File: src/rtl/irq_rw_pkg.sv
package irq_rw_pkg;
  localparam int          DATA_W      = 32;
  localparam int          ENTRY_W     = 64;
  localparam int          IDX_W       = 8;
  localparam int          ENUM_W      = 7;
  localparam logic [7:0]  OFF_SELECT  = 8'h00;
  localparam logic [7:0]  OFF_WINDOW  = 8'h10;
  localparam logic [7:0]  IDX_IDENT   = 8'h00;
  localparam logic [7:0]  IDX_VERSION = 8'h01;
  localparam logic [7:0]  IDX_RSVD    = 8'h02;
  localparam logic [7:0]  IDX_TABLE   = 8'h10;
  localparam logic [7:0]  VERSION_ID  = 8'h11;
  localparam logic [63:0] ENTRY_RESET = 64'h0000_0000_0001_0000;

  typedef enum logic [2:0] {
    TGT_NONE,
    TGT_IDENT,
    TGT_VERSION,
    TGT_ZERO,
    TGT_ENTRY
  } win_tgt_e;

  typedef struct packed {
    win_tgt_e          tgt;
    logic [ENUM_W-1:0] entry;
    logic              hi;
  } win_dec_t;

  function automatic logic [DATA_W-1:0] version_word(input int pins);
    logic [7:0] top_entry;
    top_entry = 8'(pins - 1);
    return {8'h00, top_entry, 8'h00, VERSION_ID};
  endfunction
endpackage

File: src/rtl/irq_rw_index_decode.sv
module irq_rw_index_decode
  import irq_rw_pkg::*;
#(
  parameter int PIN_COUNT = 24
) (
  input  logic [IDX_W-1:0] sel,
  output win_dec_t         dec
);
  logic [IDX_W-1:0] rel;

  always_comb begin
    rel       = sel - IDX_TABLE;
    dec.entry = rel[IDX_W-1:1];
    dec.hi    = sel[0];
    if (sel == IDX_IDENT)
      dec.tgt = TGT_IDENT;
    else if (sel == IDX_VERSION)
      dec.tgt = TGT_VERSION;
    else if (sel == IDX_RSVD)
      dec.tgt = TGT_ZERO;
    else if (sel >= IDX_TABLE && int'(dec.entry) < PIN_COUNT)
      dec.tgt = TGT_ENTRY;
    else
      dec.tgt = TGT_NONE;
  end
endmodule

File: src/rtl/irq_rw_entry_bank.sv
module irq_rw_entry_bank
  import irq_rw_pkg::*;
#(
  parameter int PIN_COUNT = 24,
  parameter int PIN_W     = (PIN_COUNT > 1) ? $clog2(PIN_COUNT) : 1
) (
  input  logic                       clk,
  input  logic                       rst,
  input  logic                       wr_en,
  input  logic [PIN_W-1:0]           wr_entry,
  input  logic                       wr_hi,
  input  logic [DATA_W-1:0]          wr_data,
  input  logic [PIN_W-1:0]           rd_entry,
  input  logic                       rd_hi,
  output logic [DATA_W-1:0]          rd_half,
  output logic [PIN_COUNT*ENTRY_W-1:0] table_flat,
  output logic                       upd_strobe,
  output logic [PIN_W-1:0]           upd_pin
);
  localparam int HALF_W = ENTRY_W / 2;

  for (genvar k = 0; k < PIN_COUNT; k++) begin : g_entry
    logic [ENTRY_W-1:0] ent_q;
    logic               hit;
    assign hit = wr_en && (int'(wr_entry) == k);
    always_ff @(posedge clk) begin
      if (rst) begin
        ent_q <= ENTRY_RESET;
      end else if (hit) begin
        if (wr_hi) ent_q[ENTRY_W-1:HALF_W] <= wr_data;
        else       ent_q[HALF_W-1:0]       <= wr_data;
      end
    end
    assign table_flat[k*ENTRY_W +: ENTRY_W] = ent_q;
  end

  always_comb begin
    rd_half = '0;
    if (int'(rd_entry) < PIN_COUNT)
      rd_half = table_flat[int'(rd_entry)*ENTRY_W + (rd_hi ? HALF_W : 0) +: HALF_W];
  end

  always_ff @(posedge clk) begin
    if (rst) begin
      upd_strobe <= 1'b0;
      upd_pin    <= '0;
    end else begin
      upd_strobe <= wr_en;
      if (wr_en) upd_pin <= wr_entry;
    end
  end
endmodule

File: src/rtl/irq_rw_read_port.sv
module irq_rw_read_port
  import irq_rw_pkg::*;
#(
  parameter int PIN_COUNT = 24
) (
  input  logic              clk,
  input  logic              rst,
  input  logic              rd_en,
  input  logic [7:0]        addr_lo,
  input  logic [IDX_W-1:0]  sel,
  input  win_dec_t          dec,
  input  logic [7:0]        ident,
  input  logic [DATA_W-1:0] entry_half,
  output logic [DATA_W-1:0] rdata,
  output logic              rvalid
);
  logic [DATA_W-1:0] win_val;
  logic [DATA_W-1:0] nxt;

  always_comb begin
    case (dec.tgt)
      TGT_IDENT:   win_val = {ident, 24'h0};
      TGT_VERSION: win_val = version_word(PIN_COUNT);
      TGT_ENTRY:   win_val = entry_half;
      default:     win_val = '0;
    endcase
    if (addr_lo == OFF_SELECT)      nxt = {{(DATA_W-IDX_W){1'b0}}, sel};
    else if (addr_lo == OFF_WINDOW) nxt = win_val;
    else                            nxt = '0;
  end

  always_ff @(posedge clk) begin
    if (rst) begin
      rdata  <= '0;
      rvalid <= 1'b0;
    end else begin
      rvalid <= rd_en;
      rdata  <= rd_en ? nxt : '0;
    end
  end
endmodule

File: src/rtl/irq_route_regfile.sv
module irq_route_regfile
  import irq_rw_pkg::*;
#(
  parameter int ADDR_W    = 12,
  parameter int PIN_COUNT = 24,
  parameter int PIN_W     = (PIN_COUNT > 1) ? $clog2(PIN_COUNT) : 1
) (
  input  logic                         clk,
  input  logic                         rst,
  input  logic [ADDR_W-1:0]            bus_addr,
  input  logic                         bus_wr,
  input  logic [31:0]                  bus_wdata,
  input  logic                         bus_rd,
  output logic [31:0]                  bus_rdata,
  output logic                         bus_rvalid,
  output logic [PIN_COUNT*64-1:0]      route_table,
  output logic                         upd_strobe,
  output logic [PIN_W-1:0]             upd_pin
);
  logic [7:0]       addr_lo;
  logic [IDX_W-1:0] sel_q;
  logic [7:0]       ident_q;
  win_dec_t         dec;
  logic             win_wr;
  logic             ent_wr;
  logic [31:0]      ent_half;
  logic [PIN_W-1:0] ent_idx;
  logic             unused_addr_hi;
  logic             unused_entry_hi;

  assign addr_lo        = bus_addr[7:0];
  assign unused_addr_hi = ^bus_addr;
  assign unused_entry_hi = ^dec.entry;
  assign win_wr         = bus_wr && (addr_lo == OFF_WINDOW);
  assign ent_wr         = win_wr && (dec.tgt == TGT_ENTRY);
  assign ent_idx        = dec.entry[PIN_W-1:0];

  always_ff @(posedge clk) begin
    if (rst) begin
      sel_q   <= '0;
      ident_q <= '0;
    end else begin
      if (bus_wr && addr_lo == OFF_SELECT) sel_q <= bus_wdata[IDX_W-1:0];
      if (win_wr && dec.tgt == TGT_IDENT)  ident_q <= bus_wdata[31:24];
    end
  end

  irq_rw_index_decode #(.PIN_COUNT(PIN_COUNT)) u_dec (
    .sel (sel_q),
    .dec (dec)
  );

  irq_rw_entry_bank #(.PIN_COUNT(PIN_COUNT), .PIN_W(PIN_W)) u_bank (
    .clk        (clk),
    .rst        (rst),
    .wr_en      (ent_wr),
    .wr_entry   (ent_idx),
    .wr_hi      (dec.hi),
    .wr_data    (bus_wdata),
    .rd_entry   (ent_idx),
    .rd_hi      (dec.hi),
    .rd_half    (ent_half),
    .table_flat (route_table),
    .upd_strobe (upd_strobe),
    .upd_pin    (upd_pin)
  );

  irq_rw_read_port #(.PIN_COUNT(PIN_COUNT)) u_rd (
    .clk        (clk),
    .rst        (rst),
    .rd_en      (bus_rd),
    .addr_lo    (addr_lo),
    .sel        (sel_q),
    .dec        (dec),
    .ident      (ident_q),
    .entry_half (ent_half),
    .rdata      (bus_rdata),
    .rvalid     (bus_rvalid)
  );
endmodule

File: config.mk
export PLATFORM = sky130hd
export DESIGN_NAME = irq_route_regfile
export DESIGN_NICKNAME = d
export VERILOG_FILES = /design/src/rtl/irq_rw_pkg.sv /design/src/rtl/irq_rw_index_decode.sv /design/src/rtl/irq_rw_entry_bank.sv /design/src/rtl/irq_rw_read_port.sv /design/src/rtl/irq_route_regfile.sv
export SDC_FILE = /design/constraint.sdc
export NUM_CORES = 2
export LEC_CHECK = 0
export ABC_AREA = 1
export BUFFER_PORTS_ARGS = -buffer_cell sky130_fd_sc_hd__buf_2
export CAP_MARGIN = 15
export CELL_PAD_IN_SITES_DETAIL_PLACEMENT = 2
export CELL_PAD_IN_SITES_GLOBAL_PLACEMENT = 2
export CORE_AREA = 5 5 637 639
export DETAILED_ROUTE_END_ITERATION = 10
export DIE_AREA = 0 0 642 644
export GPL_ROUTABILITY_DRIVEN = 0
export HOLD_SLACK_MARGIN = 0.05
export PLACE_DENSITY_LB_ADDON = 0.1
export SYNTH_ARGS = -nofsm -noshare
export SYNTH_HDL_FRONTEND = slang
export SYNTH_SLANG_ARGS = --single-unit
File: constraint.sdc
create_clock -name clk -period 2.5 [get_ports clk]
set_input_delay 0.5 -clock clk [delete_from_list [all_inputs] [get_ports clk]]
set_output_delay 0.5 -clock clk [all_outputs]
set_load 0.05 [all_outputs]
==> results.md <==
* TritonRoute pass-1 iters at 5
* Failing checks: negative setup slack
* Status: finished with violations
* Layout cells sized above 1 at 29.4%
* Critical Path Sink Type: flop
* Comb pwr share at 3.8%
* Pwr Total at 0.0598 W
* Syn Area/Cell at 7.05 um2
* Worst-Margin Slew at 1.09 ns
* Clock power frac at 53.8%
* Clk slew on worst S/H paths at 0.06 ns
* Arrival time at the worst endpoint at 3.61 ns
* DPL Wire Length at 485,000 um
* CP Class: flop to flop
* Mapped Nets at 10,500
* GRT Total Usage at 31.2%
* Yosys warnings at 0
* Final setup vio count at 659
* Hold Path Class: input port to flop
* Layout Skew at 0.0659 ns
* Int Power at 0.0441 W
* Worst Path Required at 3.38 ns
* Switching share of power at 26.2%
* Overflow after GRT at 0
* IO Port Bufs at 1,618
* Sequential power share at 42.4%
* Max-slew headroom at 27.3%
* Core Area at 399,000 um2
* Die width at 642 um
* Leak pwr at 42.6 nW
* Post-Syn Area at 73,900 um2
* Worst setup SP type: flop
* Cell Rows at 232
* Drt via density at 5.39
* TritonCTS Buffers at 219
* CTS tree: done
* Vias at 96,000
* Final WL at 695,000 um
* Peak VDD IR at 0.536 mV
* H-tree depth at 4
* Max Cap Violations at 0
* Reg2reg start: sel_q[1]$_SDFFE_PP0P_
* Routed WL per cell at 39.0 um
* Die Y at 644 um
* Reg2Reg Depth at 14
* Worst-Skew Late Latency at 0.96 ns
* Detail Route Antenna Nets at 0
* Yosys reg bits at 1,591
* Area Overhead vs Synth at 49.5%
* Largest net degree at the start of global routing at 150
* DRC at 0
* Final Critical Period at 2.74 ns
* Worst-path fanout max at 8
* Max Fclk at 365 MHz
* Psw at 0.0157 W
* Final Max Slew Viols at 0
* Clock sinks at 1,591
* Critical Path Start: sel_q[1]$_SDFFE_PP0P_
* Worst setup endpoint: u_rd.rdata[6]$_SDFF_PP0_
* Sequential fraction of the synthesis area at 43.1%
* Vias in the first global route at 98,400
* Initial antenna violation count at 60
* Nets at 12,400
* Final WS setup at -0.236 ns
* First-pass GRT wire length at 908,000 um
* Post-route insts no fill at 17,800
* RSZ-0062 raised after global routing: yes
* Final hold violation count at 0
* Die Area at 413,000 um2
* Synth cell types at 27
* R2R Path End: u_rd.rdata[6]$_SDFF_PP0_
* Final Cycle Share at 109%
* Starting Density at 18.5%
* CTS root buf: clkbuf_16
* Initial detailed-routing violation count at 7,912
* Power Dens Cells at 542 nW/um2
* IO Count at 1,623
* Reg-to-reg slack, setup at -0.24 ns
* Placed cell count at 17,100
* Mapped Cells at 10,500
* Maximum clock path buffer count at 4
kinds of logic after synthesis:
family	Yosys count	share of synthesized area (%)
compound gates	2307	16.5
flops	1591	43.1
simple gates	5126	32.3
buf+inv	1449	8.01
fa+ha+maj	2	0.0339
layer usage:
layer	routed length (um)	global-route usage, %
met1	291000	39.3
met2	317000	50.5
met3	39600	5.23
met4	48300	17.5
met5	96	0
worst max-delay path: stages (launching register included):
cell and delay (ns):
dfxtp_4 0.40, buf_4 0.16, nor2_4 0.21, buf_12 0.22, buf_4 0.19, buf_16 0.13
buf_4 0.12, nand2_1 0.05, o2111ai_1 0.15, nand3_1 0.37, nand2_1 0.18, inv_1 0.13
nand2_2 0.20, nand2_1 0.07, nand2_1 0.07
cell usage after synthesis (all sizes together):
cell,instances,area (um2)
inv,156,586
nor4,1,21.3
o211a,7,70.1
o2111ai,83,727
a21oi,1728,8650
buf,451,2170
nor2,577,2180
o211ai,118,886
o21ai,364,1820
ha,2,25.0
nand2,2482,9320
or2,1,6.26
o21a,2,15.0
nand4,1594,9970
clkinv,2,7.51
a211oi,5,37.5
nand3,451,2260
nor3,18,90.1
nand3b,2,15.0
dfxtp,1591,31900
clkbuf,840,3160
placed cells by master, fill, tap and decap left out, drive strengths merged, types with 7 or more instances in the layout:
cell type,synthesis,layout
o21ai,364,364
dfxtp,1591,1591
o211ai,118,118
clkinv,2,23
clkbuf,840,394
o2111ai,83,83
nand3,451,451
o211a,7,7
nand4,1594,1594
bufbuf,0,29
nor3,18,18
buf,451,2864
inv,156,159
dlygate4sd3,0,21
a21oi,1728,1728
nand2,2482,2482
diode,0,27
nor2,577,577
power groups by stage:
stage | combinational (W) | clock (W) | sequential [W]
after floorplan | 0.000735 | 0 | 0.0259
after global placement | 0.00214 | 0 | 0.0259
after detailed placement | 0.00215 | 0 | 0.0259
after CTS | 0.00222 | 0.0329 | 0.0254
after global routing | 0.00225 | 0.0337 | 0.0253
final | 0.00226 | 0.0322 | 0.0254
worst min path at each step:
| stage | end | depth (start not counted) | start |
|---|---|---|---|
| after CTS | u_rd.rdata[0]$_SDFF_PP0_ | 7 | bus_addr[5] |
| after global routing | u_bank.g_entry[13].ent_q[43]$_SDFFE_PP0P_ | 3 | bus_wdata[11] |
| final | u_bank.g_entry[22].ent_q[63]$_SDFFE_PP0P_ | 3 | bus_wdata[31] |
| after floorplan | u_rd.rdata[5]$_SDFF_PP0_ | 2 | sel_q[5]$_SDFFE_PP0P_ |
| after detailed placement | u_rd.rdata[5]$_SDFF_PP0_ | 2 | sel_q[5]$_SDFFE_PP0P_ |
| after global placement | u_rd.rdata[5]$_SDFF_PP0_ | 2 | sel_q[5]$_SDFFE_PP0P_ |
metrics by stage:
| stage | util [%] | setup slack, ns | TNS [ns] | cell area (um2) | hold WS [ns] |
|---|---|---|---|---|---|
| CTS | 27.0 | -0.222 | -100.46 | 107000 | 0.0676 |
| detailed placement | 24.0 | -1.39 | -379.92 | 95500 | 0.465 |
| floorplan | - | 0.219 | 0 | 73900 | 0.426 |
| global placement | 24.0 | -1.40 | -401.50 | 95500 | 0.457 |
| global route | 27.7 | -0.274 | -166.67 | 110000 | 0.124 |
| finish | 27.7 | -0.236 | -33.88 | 110000 | 0.135 |
registers in the layout (all words and copies together), names as in the netlist:
signal	count
u_bank.upd_strobe	1
u_rd.rdata	32
u_bank.upd_pin	5
ident_q	8
u_bank.g_entry.ent_q	1536
sel_q	8
u_rd.rvalid	1
repair_timing:
item | 4_1_cts | 5_1_grt
setup endpoints to repair | 1563 | 1553
pin swaps | 96 | 85
hold endpoints to repair | 119 | 0
buffers inserted | 127 | 64
gates resized for setup | 455 | 291
gates cloned | 53 | 58
hold buffers | 21 | 0
final cells by class:
class / instances / area (um2)
fillers: 45900 / 288000
diodes: 27 / 67.6
clock buffers: 349 / 6590
inverters: 158 / 634
repair buffers: 2959 / 25900
flip-flops and latches: 1591 / 31900
well taps: 5265 / 6590
multi-input cells: 7435 / 38400
clock inverters: 32 / 382
Power figures use the tool's default switching activity.
